===== src/rtl/recpar_pkg.sv =====
package recpar_pkg;

  localparam int BYTE_W    = 8;
  localparam int REC_BYTES = 5;
  localparam int SAMPLE_W  = 16;

  // byte positions inside a record, oldest byte at 0
  localparam int POS_SYNC  = 0;
  localparam int POS_ID    = 1;
  localparam int POS_LO    = 2;
  localparam int POS_HI    = 3;
  localparam int POS_FLAG  = 4;

  // error counter slots
  localparam int NUM_ERR   = 3;
  localparam int ERR_SYNC  = 0;
  localparam int ERR_ID    = 1;
  localparam int ERR_FLAG  = 2;

  typedef enum logic [2:0] {
    V_WAIT      = 3'd0,
    V_ACCEPT    = 3'd1,
    V_SYNC_DROP = 3'd2,
    V_ID_BAD    = 3'd3,
    V_FLAG_BAD  = 3'd4
  } verdict_e;

endpackage


===== src/rtl/recpar_window.sv =====
module recpar_window #(
  parameter int BYTE_W = 8,
  parameter int DEPTH  = 5,
  localparam int FILL_W = $clog2(DEPTH + 1)
) (
  input  logic                          clk,
  input  logic                          rst,
  input  logic                          push,
  input  logic [BYTE_W-1:0]             push_byte,
  input  logic                          drop_one,
  input  logic                          drop_all,
  output logic [DEPTH-1:0][BYTE_W-1:0]  win,
  output logic [FILL_W-1:0]             fill
);

  logic [DEPTH-1:0][BYTE_W-1:0] shifted;
  logic [DEPTH-1:0][BYTE_W-1:0] win_nxt;
  logic [FILL_W-1:0]            fill_after;
  logic [FILL_W-1:0]            fill_nxt;

  // remove from the front first, then append behind what is left
  always_comb begin
    shifted    = win;
    fill_after = fill;
    if (drop_all) begin
      fill_after = '0;
    end else if (drop_one) begin
      shifted    = win >> BYTE_W;
      fill_after = fill - FILL_W'(1);
    end
    win_nxt = shifted;
    if (push) begin
      for (int i = 0; i < DEPTH; i++) begin
        if (FILL_W'(i) == fill_after) win_nxt[i] = push_byte;
      end
    end
    fill_nxt = fill_after + FILL_W'(push);
  end

  always_ff @(posedge clk) begin
    if (rst) begin
      win  <= '0;
      fill <= '0;
    end else begin
      win  <= win_nxt;
      fill <= fill_nxt;
    end
  end

endmodule


===== src/rtl/recpar_judge.sv =====
module recpar_judge
  import recpar_pkg::*;
#(
  parameter int          FILL_W   = 3,
  parameter logic [7:0]  SYNC_VAL = 8'hEC,
  parameter logic [7:0]  ID_VAL   = 8'h71
) (
  input  logic [REC_BYTES-1:0][BYTE_W-1:0] win,
  input  logic [FILL_W-1:0]                fill,
  output verdict_e                         verdict,
  output logic [SAMPLE_W-1:0]              sample,
  output logic                             flag_bit
);

  logic flag_legal;

  assign flag_legal = (win[POS_FLAG][BYTE_W-1:1] == '0);
  assign sample     = {win[POS_HI], win[POS_LO]};
  assign flag_bit   = win[POS_FLAG][0];

  always_comb begin
    if (fill == '0)
      verdict = V_WAIT;
    else if (win[POS_SYNC] != SYNC_VAL)
      verdict = V_SYNC_DROP;
    else if (fill != FILL_W'(REC_BYTES))
      verdict = V_WAIT;
    else if (win[POS_ID] != ID_VAL)
      verdict = V_ID_BAD;
    else if (!flag_legal)
      verdict = V_FLAG_BAD;
    else
      verdict = V_ACCEPT;
  end

endmodule


===== src/rtl/recpar_errcnt.sv =====
module recpar_errcnt #(
  parameter int N     = 3,
  parameter int CNT_W = 16
) (
  input  logic                       clk,
  input  logic                       rst,
  input  logic [N-1:0]               bump,
  output logic [N-1:0][CNT_W-1:0]    cnt
);

  for (genvar g = 0; g < N; g++) begin : g_cnt
    always_ff @(posedge clk) begin
      if (rst)
        cnt[g] <= '0;
      else if (bump[g] && (cnt[g] != {CNT_W{1'b1}}))
        cnt[g] <= cnt[g] + CNT_W'(1);
    end
  end

endmodule


===== src/rtl/rec_sync_parser.sv =====
module rec_sync_parser
  import recpar_pkg::*;
#(
  parameter int         CNT_W    = 16,
  parameter logic [7:0] SYNC_VAL = 8'hEC,
  parameter logic [7:0] ID_VAL   = 8'h71
) (
  input  logic                       clk,
  input  logic                       rst,
  input  logic                       in_valid,
  input  logic [7:0]                 in_data,
  output logic                       rec_valid,
  output logic signed [15:0]         rec_sample,
  output logic                       rec_flag,
  output logic [CNT_W-1:0]           sync_drop_cnt,
  output logic [CNT_W-1:0]           id_err_cnt,
  output logic [CNT_W-1:0]           flag_err_cnt
);

  localparam int FILL_W = $clog2(REC_BYTES + 1);

  logic [REC_BYTES-1:0][BYTE_W-1:0] win;
  logic [FILL_W-1:0]                fill;
  verdict_e                         verdict;
  logic [SAMPLE_W-1:0]              cand_sample;
  logic                             cand_flag;
  logic                             take;
  logic                             slide;
  logic [NUM_ERR-1:0]               bump;
  logic [NUM_ERR-1:0][CNT_W-1:0]    cnt;

  recpar_window #(.BYTE_W(BYTE_W), .DEPTH(REC_BYTES)) u_win (
    .clk       (clk),
    .rst       (rst),
    .push      (in_valid),
    .push_byte (in_data),
    .drop_one  (slide),
    .drop_all  (take),
    .win       (win),
    .fill      (fill)
  );

  recpar_judge #(.FILL_W(FILL_W), .SYNC_VAL(SYNC_VAL), .ID_VAL(ID_VAL)) u_judge (
    .win      (win),
    .fill     (fill),
    .verdict  (verdict),
    .sample   (cand_sample),
    .flag_bit (cand_flag)
  );

  assign take  = (verdict == V_ACCEPT);
  assign slide = (verdict == V_SYNC_DROP) || (verdict == V_ID_BAD) ||
                 (verdict == V_FLAG_BAD);

  always_comb begin
    bump           = '0;
    bump[ERR_SYNC] = (verdict == V_SYNC_DROP);
    bump[ERR_ID]   = (verdict == V_ID_BAD);
    bump[ERR_FLAG] = (verdict == V_FLAG_BAD);
  end

  recpar_errcnt #(.N(NUM_ERR), .CNT_W(CNT_W)) u_cnt (
    .clk  (clk),
    .rst  (rst),
    .bump (bump),
    .cnt  (cnt)
  );

  assign sync_drop_cnt = cnt[ERR_SYNC];
  assign id_err_cnt    = cnt[ERR_ID];
  assign flag_err_cnt  = cnt[ERR_FLAG];

  always_ff @(posedge clk) begin
    if (rst) begin
      rec_valid  <= 1'b0;
      rec_sample <= '0;
      rec_flag   <= 1'b0;
    end else begin
      rec_valid <= take;
      if (take) begin
        rec_sample <= cand_sample;
        rec_flag   <= cand_flag;
      end
    end
  end

endmodule


===== config.mk =====
export PLATFORM = sky130hd
export DESIGN_NAME = rec_sync_parser
export DESIGN_NICKNAME = d
export VERILOG_FILES = /design/src/rtl/recpar_pkg.sv /design/src/rtl/recpar_window.sv /design/src/rtl/recpar_judge.sv /design/src/rtl/recpar_errcnt.sv /design/src/rtl/rec_sync_parser.sv
export SDC_FILE = /design/constraint.sdc
export NUM_CORES = 1
export LEC_CHECK = 0
export ABC_AREA = 1
export BUFFER_PORTS_ARGS = -buffer_cell sky130_fd_sc_hd__buf_4
export CAP_MARGIN = 10
export CORE_MARGIN = 4
export CORE_UTILIZATION = 50
export CTS_CLUSTER_DIAMETER = 150
export DETAILED_ROUTE_END_ITERATION = 10
export GPL_ROUTABILITY_DRIVEN = 1
export PLACE_DENSITY = 0.71
export SLEW_MARGIN = 20
export SYNTH_ARGS = -nofsm -noshare
export SYNTH_HDL_FRONTEND = slang
export SYNTH_SLANG_ARGS = --single-unit

===== constraint.sdc =====
create_clock -name clk -period 2 [get_ports clk]
set_input_delay 0.2 -clock clk [delete_from_list [all_inputs] [get_ports clk]]
set_output_delay 0.2 -clock clk [all_outputs]
set_load 0.02 [all_outputs]

Word level (Yosys, flattened, before mapping)
Cells that the tools add are included.
{"block": "word_totals", "regBits": 109, "latchBits": 0, "ramBits": 0, "mem_bits_ro": 0, "input_bits": 11, "out_inout_bits": 66, "word_cells": 54, "n_memories": 0}
{"block": "classes", "add_sub_neg": 5, "mul": 0, "div": 0, "n_lt_le_gt_ge": 0, "n_eq_ne": 14, "shifts": 0, "n_mux": 15, "n_bitwise": 0, "n_reduce_logical": 8}
{"operator": "$mux W40", "count": 3}
{"operator": "$add A16 B1 Y16 const B", "count": 3}
{"operator": "$ne A16 B16 Y1 const B", "count": 3}
{"operator": "$mux W8", "count": 5}
{"operator": "$mux W3", "count": 7}
{"operator": "$ne A8 B7 Y1 const B", "count": 1}
{"operator": "$ne A8 B8 Y1 const B", "count": 1}
{"operator": "$logic_not A7 Y1", "count": 1}
{"operator": "$eq A2 B3 Y1 const A", "count": 2}
{"operator": "$eq A3 B2 Y1 const B", "count": 2}
{"operator": "$logic_not A3 Y1", "count": 2}
{"operator": "$add A3 B1 Y3", "count": 1}
{"operator": "$eq A1 B3 Y1 const A", "count": 1}
{"operator": "$eq A3 B1 Y1 const B", "count": 1}
{"operator": "$eq A3 B3 Y1 const A", "count": 1}
{"operator": "$eq A3 B3 Y1 const B", "count": 1}
{"operator": "$logic_and A1 B1 Y1", "count": 3}
{"operator": "$ne A3 B3 Y1 const B", "count": 1}
{"operator": "$sub A3 B1 Y3 const B", "count": 1}
{"operator": "$logic_or A1 B1 Y1", "count": 2}

Depth between registers and ports, before layout
{"block": "logic_depth", "depth_word": 14, "ltp_mapped": 16, "mapped_depth_nobuf": 15}

By module
Synthesis repeated with hierarchy kept, for this count alone.
{"block": "unflattened", "hier_cells": 980, "area_unflattened_um2": 6088.3}
{"mod": "recpar_errcnt", "n_inst": 1, "cells_each": 445, "area_per_inst_um2": 2783.9, "seq_area_each_um2": 960.9}
{"mod": "recpar_window", "n_inst": 1, "cells_each": 366, "area_per_inst_um2": 2257.2, "seq_area_each_um2": 860.8}
{"mod": "rec_sync_parser", "n_inst": 1, "cells_each": 119, "area_per_inst_um2": 782.0, "seq_area_each_um2": 360.3}
{"mod": "recpar_judge", "n_inst": 1, "cells_each": 50, "area_per_inst_um2": 265.3, "seq_area_each_um2": 0.0}

Worst setup path after synthesis
OpenSTA, ideal clock, no wires.
{"block": "synth_path", "path_type": "register -> register", "startpoint": "reg u_win.fill[0]", "endpoint": "reg u_cnt.cnt[20] in the netlist's numbering", "setup_ns": 0.114, "t_arrival_ns": 1.735, "setup_slack_ns": 0.151, "path_stages_with_launch": 14, "path_buffers": 1, "period_less_slack_ns": 1.849, "cell_sequence": "dfxtp_1 -> inv_1 -> ha_1 -> nand2_1 -> nand2_1 -> nand2_2 -> clkinv_4 -> buf_2 -> nor2_4 -> nand2_2 -> nor3_1 -> nand2_1 -> nand2_1 -> nor2_1"}
{"block": "synth_via", "elab_chain_len": 6}
{"item": "start, declared", "line": "recpar_window.sv:13", "rtl": "output logic [FILL_W-1:0] fill"}
{"item": "start signal, assigned", "line": "recpar_window.sv:46", "rtl": "fill <= fill_nxt;"}
{"item": "$ne A3 B3 Y1", "line": "recpar_judge.sv:26", "rtl": "else if (fill != FILL_W'(REC_BYTES))"}
{"item": "$mux W3", "line": "recpar_judge.sv:26"}
{"item": "$mux W3", "line": "recpar_judge.sv:24", "rtl": "else if (win[POS_SYNC] != SYNC_VAL)"}
{"item": "$mux W3 *", "line": "recpar_judge.sv:22", "rtl": "if (fill == '0)"}
{"item": "$eq A3 B2 Y1 *", "line": "rec_sync_parser.sv:58", "rtl": "bump[ERR_ID] = (verdict == V_ID_BAD);"}
{"item": "$logic_and A1 B1 Y1 *", "line": "recpar_errcnt.sv:15", "rtl": "else if (bump[g] && (cnt[g] != {CNT_W{1'b1}}))"}
{"item": "end signal, assigned by index", "line": "recpar_errcnt.sv:16", "rtl": "cnt[g] <= cnt[g] + CNT_W'(1);"}
{"item": "end, declared", "line": "recpar_errcnt.sv:8", "rtl": "output logic [N-1:0][CNT_W-1:0] cnt"}
Mark *: on every way between the ends. The rest lies on a longest branch, timed or not.
A chain may end at the register's enable or synchronous reset.

Final worst setup path
{"block": "layout_path", "startpoint": "reg u_win.fill[0]", "endpoint": "reg u_win.win[9] in the netlist's numbering"}
{"block": "layout_via", "elab_chain_len": 12}
{"item": "$ne A3 B3 Y1", "line": "recpar_judge.sv:26"}
{"item": "$mux W3", "line": "recpar_judge.sv:26"}
{"item": "$mux W3", "line": "recpar_judge.sv:24"}
{"item": "$mux W3", "line": "recpar_judge.sv:22"}
{"item": "$eq A3 B2 Y1", "line": "rec_sync_parser.sv:52", "rtl": "assign slide = (verdict == V_SYNC_DROP) || (verdict == V_ID_BAD) ||"}
{"item": "$logic_or A1 B1 Y1 (2 in series)", "line": "rec_sync_parser.sv:52"}
{"item": "$mux W3", "line": "recpar_window.sv:27", "rtl": "end else if (drop_one) begin"}
{"item": "$mux W3", "line": "recpar_window.sv:25", "rtl": "if (drop_all) begin"}
{"item": "$eq A1 B3 Y1", "line": "recpar_window.sv:34", "rtl": "if (FILL_W'(i) == fill_after) win_nxt[i] = push_byte;"}
{"item": "$mux W8", "line": "recpar_window.sv:34"}
{"item": "$mux W40 *", "line": "recpar_window.sv:32", "rtl": "if (push) begin"}
{"item": "end signal, assigned", "line": "recpar_window.sv:45", "rtl": "win <= win_nxt;"}
{"item": "end, declared", "line": "recpar_window.sv:12", "rtl": "output logic [DEPTH-1:0][BYTE_W-1:0] win,"}
Marked as above.

==> metrics <==
Max Cap Violations 0; P per Cell Area 1130 nW/um^2; Setup WS post-layout -0.0227 ns; Worst R2R Start u_win.fill[0]; First-pass DRT Iterations 5; Final #Nets 1007; Clock Root Buffer clkbuf_16; Final min period 2.02 ns; vias in the first global route 5142; Pleak ~3.2 nW; CTS tree yes; Fin Setup TNS -0.0681 ns; worst slew pin tran 0.534 ns; Clock Tree Buf Depth 2; # DRC 0; Worst R2R Setup Slack -0.02 ns; yosys warns 0; TritonCTS Buffers 9; H-tree level count 3; max incr delay on CP 0.37 ns; number of non-filler instances in the completed layout about 1100; outcome finished, violations left; CP dominant cell by count nand2_2; boundary pin count 77; top cells by area, synth dfxtp_1, nand2_1, nor2_1, inv_1, o21ai_0; die area 13100 sq um; # diodes 0; WL/cell 13.8 microns; Hold Crit Start in_data[0]; layout cell share with drive strength beyond 1 25.9%; fraction of registers with async set/reset 0%; Die Width ~110 microns; top cells by count, synth nand2_1, nor2_1, inv_1, dfxtp_1, o21ai_0; Port Buffers 76; clock sinks 109; largest net degree at the start of global routing 72; Final Util 67.7%; Unique masters post-synth 37; largest delay contributor family on the critical path simple AND/OR/NAND/NOR gates; startpoint types flop; arrival time worst endpoint around 2.3 ns; Worst Skew around 0.0047 ns; Iteration-0 DRC Markers 529; Primary FF master, synth dfxtp_1; Post-synth EDFFs 0; later-pin clock latency in the skew report 0.35 ns; max_slew headroom approximately 64%; max-slew violations 0; initial antenna violation count 0; Crit Path Category flop to flop; Total Wirelength 15.6 mm; CP max stage cell dfxtp_4; Reg2Reg Depth 15; grt total ovfl 0; Period Utilization, post-route 101%; first-pass GRT wire length between 20 and 25 mm; area of the mapped netlist around 5700 sq um; RD Place Congestion around 0.82; CP Cell Sequence inv_2 > ha_4 > nand2_4 > nand2_2 > nand2_2 > clkinv_4 > buf_4 > nand3_2 > nand3_4 > nor2_4 > buf_4 > nand3_4 > nand2_2 > nand2_2 > nor2_2; dpl cells 1090; r2r endpoint u_win.win[9]; core footprint 11000 sq um; flops & latches, synth 109; post-synthesis sequential area ratio between 30 and 40%; final hold violation count 0; top-area cell type share of the netlist area a little under 40%; chip height 114 microns; post-route ant nets 0; Initial Utilization between 50 and 60%; hold path depth 3; RSZ-0062 raised after global routing yes; CP max FO 8; synthesized area per cell around 6.6 sq um; clock-pin slew of the registers on the worst-case setup and hold paths 0.07 ns; area grow syn2layout 31.2%; Required @ worst endpoint 2.28 ns; Tot GR Track Use 23.0%; Synth area leader dfxtp_1; crit end category flop; hpwl dp about 10 mm; CP Buf/Inv Count 4; Hold Path End u_win.win[16]; via count 5746; Peak VDD IR just over 0.8 mV; Post-Syn Nets 880; count leader, synth nand2_1; Max Freq 0.494 GHz; Layout fillers 989; Syn Inst Count 863; Final setup viols 7; Avg Vias per Cell 5.07; Pwr Total around 8.4 mW; HP Class input port to flop; standard-cell rows 38; failing checks setup timing; dpl ws -0.0534 ns
## placed cells by master (no fill, tap or decap), types with 8 or more instances in the layout
master and instances:
inv_2 8, nand2_1 167, o21ai_0 54, nand4_1 10, nor2_2 17, a21oi_1 49
nor2_1 160, nor3_1 15, clkbuf_16 9, inv_1 112, nand3_4 9, nor2_4 8
buf_6 13, nand3_1 36, buf_4 121, dfxtp_2 10, nand2_2 22, dfxtp_1 98
## power breakdown
part           leakage (nW)  total (mW)  switching, mW  internal [mW]
Clock                 0.119        1.62          0.787          0.832
Sequential            0.886        2.74          0.230           2.51
Combinational          2.23        4.04           2.40           1.64
## through the flow
step                hold slack, ns  cell area [sq um]
floorplan                    0.335               5660
global placement             0.475               6590
detailed placement           0.476               6590
CTS                          0.140               7030
global route                 0.143               7430
finish                       0.142               7430
## how the worst max path moves through the flow
stage / startpoint / to / slack, ns / cells after the start
2_1_floorplan: u_win.fill[0] / u_cnt.cnt[20] / 0.15 / 13
3_3_place_gp: u_win.win[12] / u_win.win[23] / -0.04 / 13
3_5_place_dp: u_win.fill[1] / u_win.win[22] / -0.05 / 15
4_1_cts: u_win.win[6] / u_win.win[33] / -0.0005 / 13
5_1_grt: u_win.fill[0] / u_win.win[8] / -0.13 / 15
6_report: u_win.fill[0] / u_win.win[9] / -0.02 / 15
## routing by layer
metal	vias to the layer above	track usage, %	wire length, microns
li1	2956	-	-
met1	2621	29.8	6730
met2	153	39.4	7760
met3	16	4.86	879
met4	0	4.99	216
met5	-	0	0
## worst reg2reg max path, stage by stage, from the launching register on
cell	delay, ns
dfxtp_4	0.37
inv_2	0.06
ha_4	0.16
nand2_4	0.07
nand2_2	0.06
nand2_2	0.09
clkinv_4	0.12
buf_4	0.16
nand3_2	0.07
nand3_4	0.13
nor2_4	0.15
buf_4	0.15
nand3_4	0.13
nand2_2	0.11
nand2_2	0.05
nor2_2	0.09
## registers in the layout (all words and copies together) (netlist names)
signal,count
rec_sample,16
rec_flag,1
u_win.win,40
rec_valid,1
u_cnt.cnt,48
u_win.fill,3
## cells by family after synthesis
kind of cell | synth area share [%]
flip-flops | 38.5
AO/OA/AOI/OAI | 10.5
buffers and inverters | 11.0
XOR/XNOR | 1.55
AND/OR/NAND/NOR | 37.1
adder cells (fa/ha/maj) | 1.33
## area by class of cell
type	count	area, sq um	area share (%)
clock inverter	2	12.5	0.168
multi-input combinational	607	3180	42.7
timing repair buffer	139	1150	15.5
clock buffer	12	236	3.18
tap	140	175	2.36
sequential	109	2200	29.6
inverter	124	478	6.43
## timing repair
item                                   4_1_cts  5_1_grt
gates cloned                                 2        2
pin swaps                                   11       31
hold buffers                                 0        0
endpoints found under the hold margin        0        0
setup buffers                               13       12
gates resized for setup                     18       92
setup endpoints to repair                   33       78
No activity file was read; power rests on OpenSTA's default activity.
